### src/rtl/vs_pkg.sv
package vs_pkg;

    // Which rung of the priority ladder produced the victim
    typedef enum logic [1:0] {
        PICK_NONE    = 2'd0,
        PICK_INVALID = 2'd1,
        PICK_COLD    = 2'd2,
        PICK_SWEEP   = 2'd3
    } pick_rule_e;

    function automatic int unsigned sel_width(input int unsigned cores);
        return (cores + 1 > 1) ? $clog2(cores + 1) : 1;
    endfunction

    function automatic int unsigned core_width(input int unsigned cores);
        return (cores > 1) ? $clog2(cores) : 1;
    endfunction

endpackage

### src/rtl/vs_mask_bank.sv
module vs_mask_bank #(
    parameter int unsigned WAYS  = 16,
    parameter int unsigned CORES = 4,
    parameter int unsigned SEL_W = 3,
    parameter int unsigned CORE_W = 2
) (
    input  logic              clk,
    input  logic              rst,
    input  logic              wr_en,
    input  logic [SEL_W-1:0]  wr_sel,
    input  logic [WAYS-1:0]   wr_data,
    output logic              err_q,
    input  logic [SEL_W-1:0]  rd_sel,
    output logic [WAYS-1:0]   rd_data,
    input  logic              req_hw,
    input  logic [CORE_W-1:0] req_core,
    output logic [WAYS-1:0]   req_mask
);
    localparam int unsigned ENTRIES = CORES + 1;  // last entry: hardware agents
    localparam int unsigned HW_IDX  = CORES;

    logic [WAYS-1:0] mask_q [ENTRIES];
    logic            wr_ok;
    logic            sel_in_range;

    assign sel_in_range = (32'(wr_sel) < ENTRIES);
    assign wr_ok        = wr_en && sel_in_range && !(&wr_data);

    for (genvar e = 0; e < ENTRIES; e++) begin : g_entry
        always_ff @(posedge clk) begin
            if (rst) begin
                mask_q[e] <= '0;
            end else if (wr_ok && (32'(wr_sel) == e)) begin
                mask_q[e] <= wr_data;
            end
        end
    end

    always_ff @(posedge clk) begin
        if (rst) begin
            err_q <= 1'b0;
        end else begin
            err_q <= wr_en && !wr_ok;
        end
    end

    always_comb begin
        rd_data = '0;
        for (int e = 0; e < ENTRIES; e++) begin
            if (32'(rd_sel) == e) rd_data = mask_q[e];
        end
    end

    // Core indices beyond CORES (non power-of-two counts) see every way fenced
    always_comb begin
        req_mask = '1;
        if (req_hw) begin
            req_mask = mask_q[HW_IDX];
        end else begin
            for (int c = 0; c < CORES; c++) begin
                if (32'(req_core) == c) req_mask = mask_q[c];
            end
        end
    end

endmodule

### src/rtl/vs_pick.sv
module vs_pick
    import vs_pkg::*;
#(
    parameter int unsigned WAYS = 16
) (
    input  logic [WAYS-1:0] fence,
    input  logic [WAYS-1:0] valid,
    input  logic [WAYS-1:0] dirty,
    input  logic [WAYS-1:0] lock,
    input  logic [WAYS-1:0] use_bits,
    output logic [WAYS-1:0] victim,
    output logic [WAYS-1:0] use_clr,
    output logic            none,
    output logic            victim_dirty,
    output pick_rule_e      rule
);
    logic [WAYS-1:0] eligible;
    logic [WAYS-1:0] empty_ways;
    logic [WAYS-1:0] cold_ways;

    assign eligible   = ~fence & ~lock;
    assign empty_ways = eligible & ~valid;
    assign cold_ways  = eligible & valid & ~use_bits;

    always_comb begin
        victim  = '0;
        use_clr = '0;
        rule    = PICK_NONE;
        if (|empty_ways) begin
            victim = empty_ways & (~empty_ways + 1'b1);
            rule   = PICK_INVALID;
        end else if (|cold_ways) begin
            victim = cold_ways & (~cold_ways + 1'b1);
            rule   = PICK_COLD;
        end else if (|eligible) begin
            victim  = eligible & (~eligible + 1'b1);
            use_clr = eligible;
            rule    = PICK_SWEEP;
        end
    end

    assign none         = (rule == PICK_NONE);
    assign victim_dirty = |(victim & valid & dirty);

endmodule

### src/rtl/vs_victim_sel.sv
module vs_victim_sel
    import vs_pkg::*;
#(
    parameter int unsigned WAYS   = 16,
    parameter int unsigned CORES  = 4,
    parameter int unsigned SEL_W  = sel_width(CORES),
    parameter int unsigned CORE_W = core_width(CORES)
) (
    input  logic              clk,
    input  logic              rst,
    input  logic              req_hw,
    input  logic [CORE_W-1:0] req_core,
    input  logic [WAYS-1:0]   line_valid,
    input  logic [WAYS-1:0]   line_dirty,
    input  logic [WAYS-1:0]   line_lock,
    input  logic [WAYS-1:0]   line_use,
    output logic [WAYS-1:0]   victim_oh,
    output logic              no_victim,
    output logic [WAYS-1:0]   use_clr,
    output logic              victim_dirty,
    input  logic              cfg_wr_en,
    input  logic [SEL_W-1:0]  cfg_wr_sel,
    input  logic [WAYS-1:0]   cfg_wdata,
    output logic              cfg_err,
    input  logic [SEL_W-1:0]  cfg_rd_sel,
    output logic [WAYS-1:0]   cfg_rdata
);
    logic [WAYS-1:0] active_mask;
    pick_rule_e      rule;

    vs_mask_bank #(
        .WAYS(WAYS), .CORES(CORES), .SEL_W(SEL_W), .CORE_W(CORE_W)
    ) u_bank (
        .clk      (clk),
        .rst      (rst),
        .wr_en    (cfg_wr_en),
        .wr_sel   (cfg_wr_sel),
        .wr_data  (cfg_wdata),
        .err_q    (cfg_err),
        .rd_sel   (cfg_rd_sel),
        .rd_data  (cfg_rdata),
        .req_hw   (req_hw),
        .req_core (req_core),
        .req_mask (active_mask)
    );

    vs_pick #(.WAYS(WAYS)) u_pick (
        .fence        (active_mask),
        .valid        (line_valid),
        .dirty        (line_dirty),
        .lock         (line_lock),
        .use_bits     (line_use),
        .victim       (victim_oh),
        .use_clr      (use_clr),
        .none         (no_victim),
        .victim_dirty (victim_dirty),
        .rule         (rule)
    );

endmodule

### config.mk
export PLATFORM = sky130hd
export DESIGN_NAME = vs_victim_sel
export DESIGN_NICKNAME = d
export VERILOG_FILES = /design/src/rtl/vs_pkg.sv /design/src/rtl/vs_mask_bank.sv /design/src/rtl/vs_pick.sv /design/src/rtl/vs_victim_sel.sv
export SDC_FILE = /design/constraint.sdc
export NUM_CORES = 1
export LEC_CHECK = 0
export BUFFER_PORTS_ARGS = -buffer_cell sky130_fd_sc_hd__buf_4
export CAP_MARGIN = 30
export CELL_PAD_IN_SITES_DETAIL_PLACEMENT = 1
export CELL_PAD_IN_SITES_GLOBAL_PLACEMENT = 2
export CORE_UTILIZATION = 36
export CTS_CLUSTER_SIZE = 40
export DETAILED_ROUTE_END_ITERATION = 10
export GPL_TIMING_DRIVEN = 1
export PLACE_DENSITY_LB_ADDON = 0.3
export RECOVER_POWER = 100
export SLEW_MARGIN = 20
export SYNTH_ARGS = -nofsm -noshare
export SYNTH_HDL_FRONTEND = slang
export SYNTH_HIERARCHICAL = 1
export SYNTH_SLANG_ARGS = --single-unit
### constraint.sdc
create_clock -name clk -period 11.9 [get_ports clk]
set_input_delay 2.38 -clock clk [delete_from_list [all_inputs] [get_ports clk]]
set_output_delay 2.38 -clock clk [all_outputs]
set_load 0.01 [all_outputs]
==> results of run 1 <==
-- power groups by stage --
stage | Combinational [mW] | Clock, mW | Sequential, mW
2_1_floorplan | 0.125 | 0 | 0.345
3_5_place_dp | 0.216 | 0 | 0.349
4_1_cts | 0.217 | 0.273 | 0.343
5_1_grt | 0.221 | 0.282 | 0.345
6_report | 0.207 | 0.269 | 0.344
3_3_place_gp | 0.212 | 0 | 0.347
-- registers in the layout, indices dropped and copies added (netlist names) --
signal / cells
u_bank/mask_q: 80
u_bank/err_q: 1
-- worst paths after layout --
kind	slack, ns	cells after the start	start	endpoint
worst max-delay path	2.35	10	req_core[0]	use_clr[11]
worst min-delay path	2.30	2	cfg_wr_en	u_bank/err_q$_SDFF_PP0_
-- metal layers --
metal | part of all wire (%) | track usage [%]
met3 | 5.0 | 3.39
met2 | 51 | 49.7
met1 | 41 | 31.9
met4 | 2.3 | 8.41
met5 | 0 | 0
-- placed cells by master, fill, tap and decap left out, types with 3 or more instances in the layout --
cell       instances
o21ai_0           15
nor4_1            12
o22a_2             3
mux2_1             3
a211oi_1           3
o22a_1             4
nor2_1            32
nand3_1           14
clkbuf_16          9
nand4_1           11
or4_1              4
a2bb2oi_1         12
mux2i_1           24
clkbuf_1          51
mux2_2            13
a21oi_1            5
mux4_2            20
nor2b_1            5
buf_4            100
o32ai_1            4
or3_1              7
nand2_1           45
o22ai_1           14
nor4b_1           12
a31oi_1            7
nand2b_1           8
edfxtp_1          80
or4b_2             9
inv_1              5
or2_2              6
nor3_1           117
-- final cells by class --
type                       count  area (sq um)  share of cell area, %
multi-input combinational    447          3170                   44.6
sequential                    81          2420                   34.1
timing repair buffer         150           938                   13.2
tap                          216           270                   3.80
clock buffer                  10           229                   3.22
clock inverter                 6          58.8                  0.827
inverter                       5          18.8                  0.264
-- worst max-delay path, cell delays in order --
cell and delay, ns:
clkbuf_1 1.06, mux4_2 0.41, mux2_1 0.26, or4b_1 0.27, nand4_1 0.55, nor4_1 0.88
nand2_1 0.27, or3_1 0.62, nor2_1 0.26, clkbuf_1 0.18
-- per-stage QoR --
step	setup slack [ns]	hold WS (ns)	instance area, sq um
2_1_floorplan	3.86	2.53	5850
3_3_place_gp	3.59	2.63	7030
3_5_place_dp	3.57	2.65	7090
4_1_cts	3.57	2.30	7370
5_1_grt	1.91	2.30	7110
6_report	2.35	2.30	7110
==> metrics.cfg, run 1 <==
[clock_network]
cts.sinks=81
cts_tree=yes
cts_setup_buffers=0
clk_pin_slew_ns=0.06
cts_made_buffers=9
cts_max_path_buffers=2
h-tree-depth=3
cts-root-buf=clkbuf_16
cts_hold_buffers=0
cts_repair_resize_count=0

[timing]
tightest_slew_ns=2.92
grt_setup_unrepaired=false
final.period_utilization_pct=80.2
fmax_mhz=105
setup_tns_ns=0
hold_violations=0
period_needed_ns=9.55
slew_violations=121
setup_violations=0
relSlewSlack_pct=-94.4

[synthesis]
synth_area_sq_um=5850
syn-num-nets=666
synth-warning-count=6
synthCells=574
synth_area_per_cell_sq_um=10.2

[final_layout]
final_layout_size_suffix_gt1_share_pct=24.7
layout.nets=786
utilization_pct=44.8
n_antenna_cell=0
syn2layout_area_growth_pct=21.6
fin_cells=915
fill_cells=1842

[power]
ir_drop_v=0.0000937
p_switching_mw=0.245
powerDensity_nw_per_um2=115
p_clk_share_pct=32.8
p_comb_share_pct=25.3
p_int_mw=0.574
swShare_pct=29.9
p_leak_nw=2.42
power_mw=0.820
pwr-share-seq_pct=41.9

[drt]
wl_microns=22200
postRouteAntennaNets=0
vias_per_cell=6.04
first_pass_iters=5
wire_per_inst_microns=24.2
vias=5524
first_iter_violations=378
drc=0

[flow_run]
max_cap_violations=5

[global_routing]
antenna_found_initial=0
grt_start_max_net_pins=69
grt_overflow=0
grt_usage_pct=26.7
grt_pass1_wl_microns=33100
grt_pass1_vias=5761

[place]
io_buffer_count=142
place_inst=898
routabilityCongestion=0.923
dp_hpwl_microns=16500

[hold_path]
hp-class=primary input to flop

[die]
die_height_microns=129
start_util_pct=36.8
row_count=46
ios=143
fp.dieW_microns=129
core_sq_um=15900
fp.dieArea_sq_um=16800

[setup_path]
cp-start-kind=primary input
worstPathRequired_ns=9.52
worstPathArrival_ns=7.17
path_class=primary input to output pin
crit_fanout=16
worstSetupEndpointType=output pin

[outcome]
violations=capacitance limit, slew limit
status=complete, but fails checks

No activity file was read; power rests on OpenSTA's default activity.
==> run 2: changes to the inputs <==
CORE_UTILIZATION = 30   (was 36)
clock period = 7.9 ns   (was 11.9 ns; I/O delays follow)
==> run 2 against run 1 <==
Effect of this change:
- the run still ends with capacitance limit, slew limit left
- worst setup slack lost 1.5 ns
- routed wire length hardly changed
- largest power group unchanged
- sequential cell count unchanged
- clock power rose by 70%
- sequential power is 50% higher
- count of clock-buffer cells in the layout did not move
- final area increased by 1.4%
- highest routed layer unchanged
- final cell count increased by 4.7%
- first-iteration DRC count shrank 41%
- power grew 57%
- sequential share of layout area fell by 0.48 points
- worst hold slack got worse by 0.80 ns
==> metrics.cfg, run 2 (same netlist as run 1, synthesis figures left out) <==
[die]
die_height_microns=142  ; was 129 microns
core_sq_um=18900  ; was 15900 sq um
fp.dieW_microns=142  ; was 129 microns
row_count=50  ; was 46
start_util_pct=31.0  ; was 36.8%
ios=143  ; unchanged
fp.dieArea_sq_um=20100  ; was 16800 sq um

[setup_path]
crit_family=simple AND/OR/NAND/NOR gates  ; unchanged
path_class=primary input to output pin  ; unchanged
crit_buf_inv=2  ; unchanged
slowest_stage=nor3_1  ; was clkbuf_1
worstPathArrival_ns=5.49  ; was 7.17 ns
crit_fanout=16  ; unchanged
path_cells=buf_4, mux4_2, mux2_1, nor3_1, or4_1, or3_1, nor3_1, nand2_1, nor3_1, clkbuf_1  ; was clkbuf_1, mux4_2, mux2_1, or4b_1, nand4_1, nor4_1, nand2_1, or3_1, nor2_1, clkbuf_1
worstPathRequired_ns=6.32  ; was 9.52 ns
worstSetupEndpointType=output pin  ; unchanged
cp-start-kind=primary input  ; unchanged
worst_path_largest_cell_delay_ns=0.86  ; was 1.06 ns
cp_common_cell=nor3_1  ; was clkbuf_1

[clock_network]
h-tree-depth=3  ; unchanged
cts_max_path_buffers=2  ; unchanged
cts_made_buffers=9  ; unchanged
cts_hold_buffers=0  ; unchanged
cts_tree=yes  ; unchanged
cts-root-buf=clkbuf_16  ; unchanged
cts_setup_buffers=0  ; unchanged
cts_repair_resize_count=0  ; unchanged
cts.sinks=81  ; unchanged
clk_pin_slew_ns=0.07  ; was 0.06 ns

[drt]
wire_per_inst_microns=23.1  ; was 24.2 microns
first_iter_violations=224  ; was 378
postRouteAntennaNets=0  ; unchanged
wl_microns=22200  ; about the same
vias_per_cell=5.68  ; was 6.04
first_pass_iters=4  ; was 5
drc=0  ; unchanged
vias=5440  ; was 5524

[timing]
final.period_utilization_pct=89.5
grt_setup_unrepaired=false  ; unchanged
tightest_slew_ns=2.92  ; about the same
setup_tns_ns=0  ; unchanged
setup_violations=0  ; unchanged
slew_violations=129  ; was 121
hold_violations=0  ; unchanged
period_needed_ns=7.07
fmax_mhz=141
relSlewSlack_pct=-94.7  ; was -94.4%

[place]
io_buffer_count=142  ; unchanged
place_area_sq_um=7140  ; was 7090 sq um
dp_hpwl_microns=16600  ; was 16500 microns
routabilityCongestion=0.883  ; was 0.923

[final_layout]
fill_cells=2191  ; was 1842
regMostFlops=u_bank/mask_q  ; unchanged
final_area_sq_um=7210  ; was 7110 sq um
final_layout_size_suffix_gt1_share_pct=25.2  ; was 24.7%
final_cell_mix=116 x nor3_1, 102 x buf_4, 80 x edfxtp_1  ; was 117 x nor3_1, 100 x buf_4, 80 x edfxtp_1
largest_reg_flops=80  ; unchanged
syn2layout_area_growth_pct=23.3  ; was 21.6%
n_antenna_cell=0  ; unchanged
layout_commonest_cell=nor3_1  ; unchanged
top_regs=u_bank/mask_q: 80 flops, u_bank/err_q: 1 flops  ; unchanged
layout.nets=785  ; was 786

[power]
ir_drop_v=0.0000919  ; was 0.0000937 V
p_leak_nw=2.43  ; was 2.42 nW
powerDensity_nw_per_um2=178  ; was 115 nW/um^2

[outcome]
status=complete, but fails checks  ; unchanged
violations=capacitance limit, slew limit  ; unchanged

[global_routing]
grt_usage_pct=22.2  ; was 26.7%
grt_pass1_vias=5803  ; was 5761
grt_start_max_net_pins=69  ; unchanged
grt_overflow=0  ; unchanged
antenna_found_initial=0  ; unchanged
grt_pass1_wl_microns=33600  ; was 33100 microns

[hold_path]
hp-class=primary input to flop  ; unchanged

[flow_run]
max_cap_violations=5  ; unchanged

## run 2: area by class of cell
type	count	area, sq um	share of cell area [%]
inverter	5	18.8	0.260
clock buffer	10	239	3.31
clock inverter	6	91.3	1.27
sequential	81	2420	33.6
multi-input combinational	447	3170	44.0
tap	260	325	4.51
timing repair buffer	149	942	13.1
## run 2: report_power, final
part | internal (mW) | switching [mW]
sequential | 0.502 | 0.0144
combinational | 0.121 | 0.190
clock | 0.286 | 0.171
## run 2: layer usage
metal | up-vias | wire (microns) | share of wire, % | GRT usage (%)
li1 | 2548 | - | - | -
met1 | 2700 | 9480 | 43 | 26.9
met2 | 167 | 11200 | 51 | 40.3
met3 | 25 | 991 | 4.5 | 3.07
met4 | 0 | 481 | 2.2 | 7.30
met5 | - | 0 | 0 | 0
## run 2: path summary, 6_finish.rpt
check / from / to / depth (start not counted)
worst max-delay path: req_core[0] / use_clr[15] / 10
worst min-delay path: cfg_wr_en / u_bank/err_q$_SDFF_PP0_ / 2
## run 2: stage by stage
step                worst slack, ns  power (mW)  util [%]  hold slack (ns)  instances
finish                        0.830        1.28      38.2             1.51        958
global placement               1.20       0.843      37.5             1.83        937
detailed placement             1.15       0.852      37.8             1.85        942
floorplan                      1.46       0.708         -             1.73        574
CTS                            1.14        1.31      39.6             1.50        958
global route                  0.534        1.33      38.2             1.50        958
==> run 3: changes to the inputs <==
RECOVER_POWER = not set   (was 100)
==> run 3 against run 2 <==
Effect of this change:
- non-clock buffer count unchanged
- largest power group unchanged
- die area unchanged
- worst hold slack about the same
- via count increased by 0.59%
- critical path depth unchanged
- clock power about the same
- worst setup slack improved by 0.32 ns
- sequential cell count unchanged
- core utilization increased by 1.4 points
- sequential power about the same
- the flow now finishes without violations
- routed wire length about the same
- sequential share of layout area decreased by 1.2 points
==> metrics.cfg, run 3 (same netlist as run 1, synthesis figures left out) <==
[outcome]
status=finished, final reports clean  ; was complete, but fails checks

[die]
start_util_pct=31.0  ; unchanged
fp.dieArea_sq_um=20100  ; unchanged
row_count=50  ; unchanged
core_sq_um=18900  ; unchanged
ios=143  ; unchanged
die_height_microns=142  ; unchanged
fp.dieW_microns=142  ; unchanged

[setup_path]
cp-start-kind=primary input  ; unchanged
path_cells=buf_4, mux4_2, mux2_2, nor3_1, or4_1, nor3_1, nand2_1, or3_1, nor3_1, buf_4  ; was buf_4, mux4_2, mux2_1, nor3_1, or4_1, or3_1, nor3_1, nand2_1, nor3_1, clkbuf_1
worstPathRequired_ns=6.32  ; about the same
path_class=primary input to output pin  ; unchanged
worstSetupEndpointType=output pin  ; unchanged
cp_common_cell=nor3_1  ; unchanged
worstPathArrival_ns=5.17  ; was 5.49 ns
worst_path_largest_cell_delay_ns=0.77  ; was 0.86 ns
slowest_stage=or3_1  ; was nor3_1
crit_fanout=16  ; unchanged

[timing]
final.period_utilization_pct=85.5  ; was 89.5%
setup_tns_ns=0  ; unchanged
period_needed_ns=6.75  ; was 7.07 ns
relSlewSlack_pct=36.0  ; was -94.7%
hold_violations=0  ; unchanged
whs_ns=1.51  ; about the same
tightest_slew_ns=0.960  ; was 2.92 ns
layout_setup_ws_ns=1.15  ; was 0.830 ns
grt_setup_unrepaired=false  ; unchanged
slew_violations=0  ; was 129
setup_violations=0  ; unchanged
fmax_mhz=148  ; was 141 MHz

[clock_network]
cts_made_buffers=9  ; unchanged
h-tree-depth=3  ; unchanged
cts_tree=yes  ; unchanged
cts-root-buf=clkbuf_16  ; unchanged
cts_max_path_buffers=2  ; unchanged
cts_repair_resize_count=0  ; unchanged
cts_setup_buffers=0  ; unchanged
clk_pin_slew_ns=0.07  ; about the same
cts_hold_buffers=0  ; unchanged
cts.sinks=81  ; unchanged

[drt]
wl_microns=22100  ; was 22200 microns
postRouteAntennaNets=0  ; unchanged
drc=0  ; unchanged
wire_per_inst_microns=23.1  ; about the same
vias_per_cell=5.71  ; was 5.68
vias=5472  ; was 5440
first_pass_iters=4  ; unchanged
first_iter_violations=262  ; was 224

[global_routing]
grt_pass1_wl_microns=33600  ; unchanged
antenna_found_initial=0  ; unchanged
grt_start_max_net_pins=69  ; unchanged
grt_usage_pct=22.2  ; unchanged
grt_overflow=0  ; unchanged
grt_pass1_vias=5803  ; unchanged

[final_layout]
fin_cells=958  ; unchanged
top_regs=u_bank/mask_q: 80 flops, u_bank/err_q: 1 flops  ; unchanged
final_cell_mix=144 x buf_4, 115 x nor3_1, 80 x edfxtp_1  ; was 116 x nor3_1, 102 x buf_4, 80 x edfxtp_1
layout.nets=785  ; unchanged
regMostFlops=u_bank/mask_q  ; unchanged
n_antenna_cell=0  ; unchanged
final_area_sq_um=7470  ; was 7210 sq um
syn2layout_area_growth_pct=27.8  ; was 23.3%
utilization_pct=39.6  ; was 38.2%
largest_reg_flops=80  ; unchanged
final_layout_size_suffix_gt1_share_pct=34.2  ; was 25.2%
layout_commonest_cell=buf_4  ; was nor3_1

[power]
ir_drop_v=0.0000928  ; was 0.0000919 V
p_leak_nw=2.66  ; was 2.43 nW
powerDensity_nw_per_um2=174  ; was 178 nW/um^2
power_mw=1.30  ; was 1.28 mW

[place]
place_area_sq_um=7140  ; unchanged
routabilityCongestion=0.883  ; unchanged
dp_slack_ns=1.15  ; unchanged
place_inst=942  ; unchanged
dp_hpwl_microns=16600  ; unchanged
io_buffer_count=142  ; unchanged

[hold_path]
hp-class=primary input to flop  ; unchanged

[flow_run]
max_cap_violations=0  ; was 5

[run 3: cell count changes in the layout (fill, tap and decap cells not counted), moves of 2 or more]
cell	delta
clkbuf_1	-47
nor4_1	-2
buf_4	+42
o21ai_0	-5
or4b_1	-2
mux2_1	-4
mux2_2	+4
buf_6	+4
o21ai_2	+5
or4b_4	+2
[run 3: worst max-delay path, delay by kind of cell]
kind	cells	cell delay (ns)
AND/OR/NAND/NOR	6	2.56
buffers and inverters	2	0.47
multiplexers	2	0.54
[run 3: final cells by class]
type / instances / area, sq um
clock buffer: 10 / 239
multi-input combinational: 447 / 3240
clock inverter: 6 / 91.3
inverter: 5 / 18.8
fill: 2157 / 11400
timing repair buffer: 149 / 1140
tap: 260 / 325
sequential: 81 / 2420
[run 3: path summary, 6_finish.rpt]
kind                        start                 endpoint  cells after the start
worst min-delay path    cfg_wr_en  u_bank/err_q$_SDFF_PP0_                      2
worst max-delay path  req_core[0]               use_clr[3]                     10
[run 3: power by group]
part,leakage (nW),internal (mW),switching [mW]
Combinational,1.73,0.135,0.193
Sequential,0.781,0.501,0.0145
Clock,0.151,0.286,0.170
[run 3: metal layers]
metal | vias to the layer above | wire length, microns | global-route usage (%)
met3 | 25 | 1150 | 3.07
li1 | 2551 | - | -
met5 | - | 0 | 0
met4 | 0 | 475 | 7.30
met2 | 180 | 11200 | 40.3
met1 | 2716 | 9330 | 26.9
